`src/rtl/funnel_pkg.sv`:
```
package funnel_pkg;
  // vector operands consumed and results produced per element
  localparam int NUM_SRC = 3;
  localparam int NUM_RES = 2;
  // cycles between complete operand sets: max(ceil(src/2), res)
  localparam int PERIOD = (((NUM_SRC + 1) / 2) > NUM_RES) ? ((NUM_SRC + 1) / 2) : NUM_RES;

  typedef enum logic {
    MODE_LOAD = 1'b0,
    MODE_EXEC = 1'b1
  } instr_mode_e;

  function automatic int idx_bits(input int n);
    return (n > 1) ? $clog2(n) : 1;
  endfunction
endpackage

```
`src/rtl/funnel_seq.sv`:
```
module funnel_seq
  import funnel_pkg::*;
#(
  parameter int LANES = 4,
  parameter int W     = 32,
  parameter int P     = 2,
  parameter int PW    = 1
) (
  input  logic               clk,
  input  logic               rst,
  input  logic               start,
  input  logic               valid,
  input  logic [LANES-1:0]   en,
  input  logic [LANES*W-1:0] a,
  input  logic [LANES*W-1:0] b,
  output logic [LANES*W-1:0] set_a1,
  output logic [LANES*W-1:0] set_b1,
  output logic [LANES*W-1:0] set_a2,
  output logic [LANES-1:0]   set_en,
  output logic [W-1:0]       set_k0,
  output logic [W-1:0]       set_k1,
  output logic               iss_vld,
  output logic [PW-1:0]      iss_idx
);
  localparam logic [PW-1:0] LAST_PH = PW'(P - 1);

  instr_mode_e          mode_q, mode_now;
  logic [PW-1:0]        ph_q, ph_now;
  logic [LANES*W-1:0]   hold_a, hold_b;
  logic [LANES-1:0]     hold_en;
  logic [W-1:0]         k0_q, k1_q;
  logic                 exec_beat, load_beat, last_ph, complete;

  always_comb begin
    mode_now  = start ? ((mode_q == MODE_EXEC) ? MODE_LOAD : MODE_EXEC) : mode_q;
    ph_now    = start ? '0 : ph_q;
    exec_beat = valid && (mode_now == MODE_EXEC);
    load_beat = valid && (mode_now == MODE_LOAD);
    last_ph   = (ph_now == LAST_PH);
    complete  = exec_beat && last_ph;
  end

  // control state
  always_ff @(posedge clk) begin
    if (rst) begin
      mode_q  <= MODE_EXEC;
      ph_q    <= '0;
      k0_q    <= '0;
      k1_q    <= '0;
      iss_vld <= 1'b0;
      iss_idx <= '0;
    end else begin
      mode_q <= mode_now;
      if (exec_beat) ph_q <= last_ph ? '0 : PW'(ph_now + 1'b1);
      else           ph_q <= ph_now;
      if (load_beat) begin
        k0_q <= a[W-1:0];
        k1_q <= b[W-1:0];
      end
      if (complete) begin
        iss_vld <= 1'b1;
        iss_idx <= '0;
      end else if (iss_vld) begin
        if (iss_idx == LAST_PH) begin
          iss_vld <= 1'b0;
          iss_idx <= '0;
        end else begin
          iss_idx <= PW'(iss_idx + 1'b1);
        end
      end
    end
  end

  // one beat of operand holding plus the latched complete wave
  always_ff @(posedge clk) begin
    if (exec_beat && (ph_now == '0)) begin
      hold_a  <= a;
      hold_b  <= b;
      hold_en <= en;
    end
    if (complete) begin
      set_a1 <= hold_a;
      set_b1 <= hold_b;
      set_a2 <= a;
      set_en <= hold_en & en;
      set_k0 <= k0_q;
      set_k1 <= k1_q;
    end
  end

  // a start beat in execute mode leaves the block expecting phase 1
  a_r2_phase_after_start: assert property (@(posedge clk) disable iff (rst)
    (start && valid && (mode_q == MODE_LOAD)) |=> (ph_q == PW'(1)));

  // scalars change only on accepted beats
  a_r7_scalar_hold: assert property (@(posedge clk) disable iff (rst)
    (!valid) |=> ($stable(k0_q) && $stable(k1_q)));

  // issue index stays inside the input period
  a_r9_issue_window: assert property (@(posedge clk) disable iff (rst)
    iss_vld |-> (int'(iss_idx) < P));
endmodule

```
`src/rtl/funnel_pipe.sv`:
```
module funnel_pipe #(
  parameter int W   = 32,
  parameter int P   = 2,
  parameter int LAT = 6,
  parameter int PW  = 1
) (
  input  logic           clk,
  input  logic           rst,
  input  logic [P*W-1:0] g_a1,
  input  logic [P*W-1:0] g_b1,
  input  logic [P*W-1:0] g_a2,
  input  logic [P-1:0]   g_en,
  input  logic [W-1:0]   k0,
  input  logic [W-1:0]   k1,
  input  logic           iss_vld,
  input  logic [PW-1:0]  iss_idx,
  output logic           o_valid,
  output logic           o_sel,
  output logic [P*W-1:0] o_d,
  output logic [P-1:0]   o_en
);
  localparam logic [PW-1:0] LAST_SUB = PW'(P - 1);

  logic [W-1:0]  e_d1, e_d2;
  logic          e_en;

  // placeholder pipeline body: combine at entry, then delay LAT stages
  always_comb begin
    e_d1 = g_a1[iss_idx*W +: W] + g_b1[iss_idx*W +: W] + k0;
    e_d2 = g_a2[iss_idx*W +: W] - k1;
    e_en = g_en[iss_idx];
  end

  logic          st_vld [LAT];
  logic          st_en  [LAT];
  logic [PW-1:0] st_sub [LAT];
  logic [W-1:0]  st_d1  [LAT];
  logic [W-1:0]  st_d2  [LAT];

  always_ff @(posedge clk) begin
    if (rst) begin
      for (int i = 0; i < LAT; i++) st_vld[i] <= 1'b0;
    end else begin
      st_vld[0] <= iss_vld;
      for (int i = 1; i < LAT; i++) st_vld[i] <= st_vld[i-1];
    end
  end

  always_ff @(posedge clk) begin
    st_en[0]  <= e_en;
    st_sub[0] <= iss_idx;
    st_d1[0]  <= e_d1;
    st_d2[0]  <= e_d2;
    for (int i = 1; i < LAT; i++) begin
      st_en[i]  <= st_en[i-1];
      st_sub[i] <= st_sub[i-1];
      st_d1[i]  <= st_d1[i-1];
      st_d2[i]  <= st_d2[i-1];
    end
  end

  logic          t_vld, t_en;
  logic [PW-1:0] t_sub;
  logic [W-1:0]  t_d1, t_d2;
  assign t_vld = st_vld[LAT-1];
  assign t_en  = st_en[LAT-1];
  assign t_sub = st_sub[LAT-1];
  assign t_d1  = st_d1[LAT-1];
  assign t_d2  = st_d2[LAT-1];

  // collector: one entry per slot of the group
  logic [W-1:0] col_d1 [P];
  logic [W-1:0] col_d2 [P];
  logic         col_en [P];

  always_ff @(posedge clk) begin
    if (t_vld) begin
      col_d1[t_sub] <= t_d1;
      col_d2[t_sub] <= t_d2;
      col_en[t_sub] <= t_en;
    end
  end

  logic [P*W-1:0] m_d1, m_d2;
  logic [P-1:0]   m_en;
  logic           group_done;

  always_comb begin
    for (int s = 0; s < P; s++) begin
      if (s == P - 1) begin
        m_en[s]        = t_en;
        m_d1[s*W +: W] = t_en ? t_d1 : '0;
        m_d2[s*W +: W] = t_en ? t_d2 : '0;
      end else begin
        m_en[s]        = col_en[s];
        m_d1[s*W +: W] = col_en[s] ? col_d1[s] : '0;
        m_d2[s*W +: W] = col_en[s] ? col_d2[s] : '0;
      end
    end
    group_done = t_vld && (t_sub == LAST_SUB);
  end

  logic           pend;
  logic [P*W-1:0] pend_d2;

  always_ff @(posedge clk) begin
    if (rst) begin
      o_valid <= 1'b0;
      o_sel   <= 1'b0;
      o_en    <= '0;
      pend    <= 1'b0;
    end else if (group_done) begin
      o_valid <= 1'b1;
      o_sel   <= 1'b0;
      o_en    <= m_en;
      pend    <= 1'b1;
    end else if (pend) begin
      o_valid <= 1'b1;
      o_sel   <= 1'b1;
      pend    <= 1'b0;
    end else begin
      o_valid <= 1'b0;
      o_sel   <= 1'b0;
      o_en    <= '0;
    end
  end

  always_ff @(posedge clk) begin
    if (group_done) begin
      o_d     <= m_d1;
      pend_d2 <= m_d2;
    end else if (pend) begin
      o_d     <= pend_d2;
    end
  end

  // a D1 wave is always followed by its D2 wave
  a_r10_d2_follows: assert property (@(posedge clk) disable iff (rst)
    (o_valid && !o_sel) |=> (o_valid && o_sel));

  // a D2 wave is only presented right after a D1 wave
  a_r10_d1_precedes: assert property (@(posedge clk) disable iff (rst)
    (o_valid && o_sel) |-> $past(o_valid && !o_sel));

  // enables never appear outside a wave
  a_r6_en_in_wave: assert property (@(posedge clk) disable iff (rst)
    (|o_en) |-> o_valid);

  // slots leave the pipeline in issue order
  a_r4_slot_order: assert property (@(posedge clk) disable iff (rst)
    (t_vld && (t_sub != LAST_SUB)) |=> (t_vld && (t_sub == PW'($past(t_sub) + 1'b1))));
endmodule

```
`src/rtl/wave_funnel.sv`:
```
module wave_funnel
  import funnel_pkg::*;
#(
  parameter int LANES = 4,
  parameter int W     = 32,
  parameter int LAT   = 6
) (
  input  logic                   clk,
  input  logic                   rst,
  input  logic                   in_start,
  input  logic                   in_valid,
  input  logic [LANES-1:0]       in_en,
  input  logic [LANES*W-1:0]     in_a,
  input  logic [LANES*W-1:0]     in_b,
  output logic                   out_valid,
  output logic                   out_sel,
  output logic [LANES*W/8-1:0]   out_be,
  output logic [LANES*W-1:0]     out_d
);
  localparam int P     = PERIOD;
  localparam int PW    = idx_bits(P);
  localparam int NPIPE = LANES / P;   // LANES must be a multiple of P
  localparam int BE    = W / 8;

  logic [LANES*W-1:0] set_a1, set_b1, set_a2;
  logic [LANES-1:0]   set_en;
  logic [W-1:0]       set_k0, set_k1;
  logic               iss_vld;
  logic [PW-1:0]      iss_idx;

  funnel_seq #(.LANES(LANES), .W(W), .P(P), .PW(PW)) seq_i (
    .clk(clk), .rst(rst), .start(in_start), .valid(in_valid),
    .en(in_en), .a(in_a), .b(in_b),
    .set_a1(set_a1), .set_b1(set_b1), .set_a2(set_a2), .set_en(set_en),
    .set_k0(set_k0), .set_k1(set_k1), .iss_vld(iss_vld), .iss_idx(iss_idx)
  );

  logic [NPIPE-1:0] pv, ps;
  logic [LANES-1:0] pen;

  for (genvar g = 0; g < NPIPE; g++) begin : g_pipe
    funnel_pipe #(.W(W), .P(P), .LAT(LAT), .PW(PW)) pipe_i (
      .clk(clk), .rst(rst),
      .g_a1(set_a1[g*P*W +: P*W]), .g_b1(set_b1[g*P*W +: P*W]),
      .g_a2(set_a2[g*P*W +: P*W]), .g_en(set_en[g*P +: P]),
      .k0(set_k0), .k1(set_k1), .iss_vld(iss_vld), .iss_idx(iss_idx),
      .o_valid(pv[g]), .o_sel(ps[g]),
      .o_d(out_d[g*P*W +: P*W]), .o_en(pen[g*P +: P])
    );

    if (g > 0) begin : g_lock
      // every pipeline presents its lanes in the same wave
      a_r5_pipes_lockstep: assert property (@(posedge clk) disable iff (rst)
        (pv[g] == pv[0]) && (ps[g] == ps[0]));
    end
  end

  for (genvar l = 0; l < LANES; l++) begin : g_be
    assign out_be[l*BE +: BE] = {BE{pen[l]}};
  end

  assign out_valid = pv[0];
  assign out_sel   = ps[0];
endmodule

```
`config.mk`:
```
export PLATFORM = sky130hd
export DESIGN_NAME = wave_funnel
export DESIGN_NICKNAME = d
export VERILOG_FILES = /design/src/rtl/funnel_pkg.sv /design/src/rtl/funnel_seq.sv /design/src/rtl/funnel_pipe.sv /design/src/rtl/wave_funnel.sv
export SDC_FILE = /design/constraint.sdc
export NUM_CORES = 2
export LEC_CHECK = 0
export BUFFER_PORTS_ARGS = -buffer_cell sky130_fd_sc_hd__buf_2
export CAP_MARGIN = 0
export CORE_MARGIN = 2
export CORE_UTILIZATION = 54
export DETAILED_ROUTE_END_ITERATION = 16
export PLACE_DENSITY = 0.81
export SYNTH_ARGS = -nofsm -noshare
export SYNTH_HDL_FRONTEND = slang
export SYNTH_SLANG_ARGS = --single-unit
```
`constraint.sdc`:
```
create_clock -name clk -period 14.5 [get_ports clk]
set_input_delay 2.175 -clock clk [delete_from_list [all_inputs] [get_ports clk]]
set_output_delay 2.175 -clock clk [all_outputs]
set_load 0.02 [all_outputs]
```
# Word-level counts from Yosys, hierarchy flattened
# Memories as Yosys holds them, arrays and structs flattened. A register that Yosys moved wholly into a read port is not among the register bits.
# Index checks and enable logic that the tools add are counted.
dict set report totals {
  ramBits 1064
  wordCells 133
  register_bits 980
  memories 16
}
dict set report op_classes {
  n_reduce_logical 12
  add_sub_neg 8
  shifts 6
  eq_ne 2
  bitwise_logic 15
  order_cmp 1
  n_mux 48
}
# name depth width read_ports rd_ports_with_merged_regs wr line
set memory_table {}
lappend memory_table {{g_pipe[0].pipe_i.st_d1} 6 32 6 0 6 funnel_pipe.sv:37} ;# logic [W-1:0] st_d1 [LAT];
lappend memory_table {{g_pipe[0].pipe_i.st_d2} 6 32 6 0 6 funnel_pipe.sv:38} ;# logic [W-1:0] st_d2 [LAT];
lappend memory_table {{g_pipe[1].pipe_i.st_d1} 6 32 6 0 6 funnel_pipe.sv:37}
lappend memory_table {{g_pipe[1].pipe_i.st_d2} 6 32 6 0 6 funnel_pipe.sv:38}
lappend memory_table {{g_pipe[0].pipe_i.col_d1} 2 32 1 0 1 funnel_pipe.sv:72} ;# logic [W-1:0] col_d1 [P];
lappend memory_table {{g_pipe[0].pipe_i.col_d2} 2 32 1 1 1 funnel_pipe.sv:73} ;# logic [W-1:0] col_d2 [P];
lappend memory_table {{10 more memories} n/a n/a n/a n/a n/a n/a}
# op n
set op_table {}
lappend op_table {{$shiftx 64x7->32} 6}
lappend op_table {{$mux 64} 4}
lappend op_table {{$add 32x32->32} 4}
lappend op_table {{$mux 32} 4}
lappend op_table {{$sub 32x32->32} 2}
lappend op_table {{$mux 1} 36}
lappend op_table {{$or 1x1->1} 12}
lappend op_table {{$mux 2} 4}
lappend op_table {{$logic_and 1x1->1} 6}
lappend op_table {{$and 4x4->4} 1}
lappend op_table {{$ne 2x1->1 const B} 2}
lappend op_table {{$reduce_bool 2->1} 2}
lappend op_table {{$reduce_or 2->1} 2}
lappend op_table {{$add 1x1->1 const B} 2}
lappend op_table {{$logic_not 1->1} 2}
lappend op_table {{$lt 1x2->1 const B} 1}
lappend op_table {{$not 1->1} 2}

# Depth between registers and ports, before layout
dict set report depth {
  word_depth 5
  ltp_mapped 17
  ltp_nobuf 13
}

# Cells and area by module
# A second synthesis with hierarchy kept.
dict set report unflattened {
  hier_cells 4090
  hier_area_um2 65554.1
}
# module cells_each n_inst area_each_um2
set modules_own_cells {}
lappend modules_own_cells {funnel_seq 1025 1 24566.1}
lappend modules_own_cells {{funnel_pipe (g_pipe[0].pipe_i)} 1532 1 20469.6}
lappend modules_own_cells {{funnel_pipe (g_pipe[1].pipe_i)} 1521 1 20428.3}
lappend modules_own_cells {wave_funnel 12 1 90.1}

# Worst setup path after synthesis
# No wires, ideal clock.
dict set report synth_path {
  path_kind {input to register}
  startpoint {in in_start}
  endpoint {reg seq_i.iss_idx}
  path_stages 4
  arrival_ns 13.117
  slack_ns 0.781
  setup_ns 0.602
  n_path_buf 0
  cell_sequence {xnor2_1 > nor2b_1 > ha_1 > nor3_1}
}
dict set report synth_between {
  elab_chain_len 4
  word_cells_on_any_way 5
  cone_classes {mux: 2; reduce/logical: 3}
}
# element line
set synth_lines {}
lappend synth_lines {{start: declaration} wave_funnel.sv:10} ;# input logic in_start,
lappend synth_lines {{$mux 1} funnel_seq.sv:35} ;# mode_now = start ? ((mode_q == MODE_EXEC) ? MODE_LOAD : MODE_EXEC) : mode_q;
lappend synth_lines {{$logic_and 1x1->1} funnel_seq.sv:37} ;# exec_beat = valid && (mode_now == MODE_EXEC);
lappend synth_lines {{$logic_and 1x1->1 *} funnel_seq.sv:40} ;# complete = exec_beat && last_ph;
lappend synth_lines {{via seq_i.complete} funnel_seq.sv:32} ;# logic exec_beat, load_beat, last_ph, complete;
lappend synth_lines {{$reduce_or 2->1 (no line) *} n/a}
lappend synth_lines {{end signal: assignment} funnel_seq.sv:68} ;# iss_idx <= PW'(iss_idx + 1'b1);
lappend synth_lines {{end: declaration} funnel_seq.sv:23} ;# output logic [PW-1:0] iss_idx
# Mark *: on every way through the listed nets, which the timed path passes. The rest lies on a longest branch.
# A chain may end at the register's enable or synchronous reset.

==> run_results.csv <==
group,metric,value,unit
clocking,clkSlewWorstSetupHoldPaths,0.07,ns
pwr,ir_worst_vdd,0.000128,V
timing,worst_pin_slew,1.06,ns
global_routing,antenna_found_initial,48,
setup_path,worstSetupEndpointType,"flip-flop",
routing,drt_iter0_markers,2831,
place,dp_cells,5823,
cells_and_area,fin_nets,4920,
routing,drt_wl_total,130000,µm
synthesis,ys_seq_area_share,78.6,%
timing,finalSetupViolations,0,
routing,drc,0,
timing,hold_violations,0,
synthesis,synth.net_count,4439,
synthesis,ys_async_sr_fraction,0,%
global_routing,grt_pass1_wl,194000,µm
cells_and_area,final_layout_size_suffix_gt1_share,20.0,%
cells_and_area,area_growth,15.4,%
floorplanning,die_h,348,µm
min_path,hold_depth,0,
clocking,ctsResizeCount,0,
clocking,cts_setup_buffers,0,
setup_path,cp.arrival,6.68,ns
timing,min_period,6.06,ns
synthesis,avgSynthCellArea,16.1,µm²
run,max_cap_viol_count,0,
timing,finClkSkew,0.0311,ns
synthesis,yosys_warnings,0,
clocking,cts_tree,"done",
synthesis,ys_types,72,
timing,min_period_over_period,41.8,%
global_routing,grtUsageTotal,21.3,%
synthesis,ys_ff_latch,1965,
place,dpl.hpwl,86600,µm
routing,vias_per_cell,5.24,
min_path,worstHoldEndpoint,"g_pipe[0].pipe_i.st_d2[1][18]",
floorplanning,core_region_area,118000,µm²
pwr,power.density,157,nW/µm²
clocking,numCtsBuffers,177,
clocking,cts_buffer_depth,3,
clocking,hold_buffers,0,
pwr,p_leak,28.0,nW
synthesis,postSynthCellCount,3985,
setup_path,startpoint_type,"flip-flop",
clocking,clock_latency,0.78,ns
timing,maxSlewViolCount,0,
place,io_buffers,409,
routing,firstDrtPassIters,5,
setup_path,r2r-end,"g_pipe[0].pipe_i.st_d1[0][31]",
synthesis,yosysTopAreaCell,"edfxtp_1",
setup_path,r2r_cells,14,
floorplanning,die_w,348,µm
global_routing,grt_max_degree,191,
routing,vias,32400,
clocking,htree_levels,4,
setup_path,cp_max_fo,92,
setup_path,cp.required,15.12,ns
synthesis,synth_common_cells,"edfxtp_1, dfxtp_1, nand2_1",
synthesis,synth_ff_type,"edfxtp_1",
floorplanning,pin_count,410,
clocking,cts.sinks,1965,
synthesis,syn_area,64000,µm²
setup_path,path_class,"flip-flop to flip-flop",
synthesis,synth-edff-count,1098,
floorplanning,fp-row-count,126,
timing,fmax,0.165,GHz
outcome,outcome,"completed",
place,gp_congestion,0.904,
timing,rsz0062_at_grt,"no",
timing,relSlewSlack,29.2,%
cells_and_area,instances_no_fill,6179,
floorplanning,die_area,121000,µm²
synthesis,yosysTopAreaCellShare,51.5,%
synthesis,ys_top_cells_by_area,"edfxtp_1, dfxtp_1, mux2_2",
timing,setup-tns-final,0,ns
synthesis,yosysMostFrequentCell,"edfxtp_1",
routing,wl_per_cell,21.0,µm
setup_path,rr_startpoint,"seq_i.iss_idx",
cells_and_area,fillers,8073,
global_routing,grt.overflow.total,0,
setup_path,ff2ff_setup_slack,8.44,ns
global_routing,grt_pass1_vias,32200,
floorplanning,start_util,54.3,%
min_path,min_from,"g_pipe[0].pipe_i.st_d2[0][18]",
routing,ant_nets,0,
clocking,clock-root-buffer,"clkbuf_16",
min_path,min_path_type,"flip-flop to flip-flop",
power breakdown:
group	leakage, nW	switching, mW	internal, mW
clock network	2.98	1.98	2.74
registers	17.3	0.155	6.29
logic	7.81	0.252	0.153
total	28.0	2.39	9.19
how the worst max path moves through the flow:
stage                             start                       endpoint  cells past startpoint
after floorplan                in_start                  seq_i.iss_idx                      4
after global placement    seq_i.iss_idx  g_pipe[0].pipe_i.st_d1[0][31]                     14
after detailed placement  seq_i.iss_idx  g_pipe[0].pipe_i.st_d1[0][31]                     14
after CTS                 seq_i.iss_idx  g_pipe[0].pipe_i.st_d1[0][31]                     14
after global routing      seq_i.iss_idx  g_pipe[0].pipe_i.st_d1[0][31]                     14
final                     seq_i.iss_idx  g_pipe[0].pipe_i.st_d1[0][31]                     14
layout by cell type, fill, tap and decap left out, drive strengths merged, types with 22 or more instances in the layout:
| cell | n |
|---|---|
| fa | 66 |
| buf | 431 |
| and2 | 139 |
| clkbuf | 257 |
| ha | 124 |
| xor2 | 29 |
| o21ai | 58 |
| mux2 | 178 |
| edfxtp | 1098 |
| nor2 | 67 |
| nand2 | 446 |
| xnor2 | 85 |
| a21o | 56 |
| nor3 | 22 |
| diode | 23 |
| clkinv | 41 |
| a21oi | 159 |
| dfxtp | 867 |
| nand3 | 146 |
| inv | 94 |
registers in the layout (all words and copies together) (netlist names), 12 cells and up:
register               cells
g_pipe.pipe_i.st_d2      384
g_pipe.pipe_i.o_d        128
seq_i.hold_b             128
g_pipe.pipe_i.col_d2      64
seq_i.set_b1             128
g_pipe.pipe_i.st_d1      384
g_pipe.pipe_i.st_en       12
seq_i.k0_q                32
g_pipe.pipe_i.col_d1      64
seq_i.k1_q                32
g_pipe.pipe_i.pend_d2    128
seq_i.set_k1              32
seq_i.set_a2             128
seq_i.hold_a             128
seq_i.set_k0              32
seq_i.set_a1             128
routing by layer:
layer,wire length [µm],track usage [%],vias to the layer above
met2,60800,33.8,1187
li1,-,-,15200
met3,9930,4.60,246
met1,54900,29.2,15700
met5,223,0,-
met4,3960,7.90,38
metrics by stage:
stage          hold WS, ns  cell area [µm²]  power, mW  utilization (%)  setup WS, ns
2_1_floorplan        0.310            64000       6.75                -         0.781
3_3_place_gp         0.310            67700       6.93             57.5          8.63
3_5_place_dp         0.312            67700       6.96             57.5          8.51
4_1_cts              0.312            73800       11.7             62.6          8.47
5_1_grt              0.313            73800       11.9             62.7          8.23
6_report             0.314            73800       11.6             62.7          8.44
critical path, cell delays in order (launching register included):
cell and delay [ns]:
dfxtp_4 0.61, buf_4 0.61, buf_12 0.46, buf_4 0.62, mux2_2 0.42, fa_1 0.48
ha_1 0.35, o21a_1 0.14, o21ai_0 0.12, o31ai_1 0.83, a211oi_2 0.26, o21ai_1 0.38
a221o_1 0.21, a21oi_1 0.07, xnor2_1 0.13
cell type report:
class	instances	area [µm²]	share of cell area, %
Antenna cell	23	57.6	0.0780
Clock buffer	257	5230	7.09
Clock inverter	76	833	1.13
Inverter	78	300	0.407
Multi-Input combinational cell	1813	12900	17.5
Sequential cell	1965	50300	68.2
Tap cell	1536	1920	2.60
Timing Repair Buffer	431	2250	3.05
logic make-up after synthesis:
family	after synthesis	synth area share (%)
compound gates	402	4.01
mux	190	3.32
flops	1965	78.6
xor+xnor	114	1.56
fa+ha+maj	190	4.49
simple gates	917	6.68
buf+inv	207	1.29
Note: power is estimated with default switching activity, not from simulation.
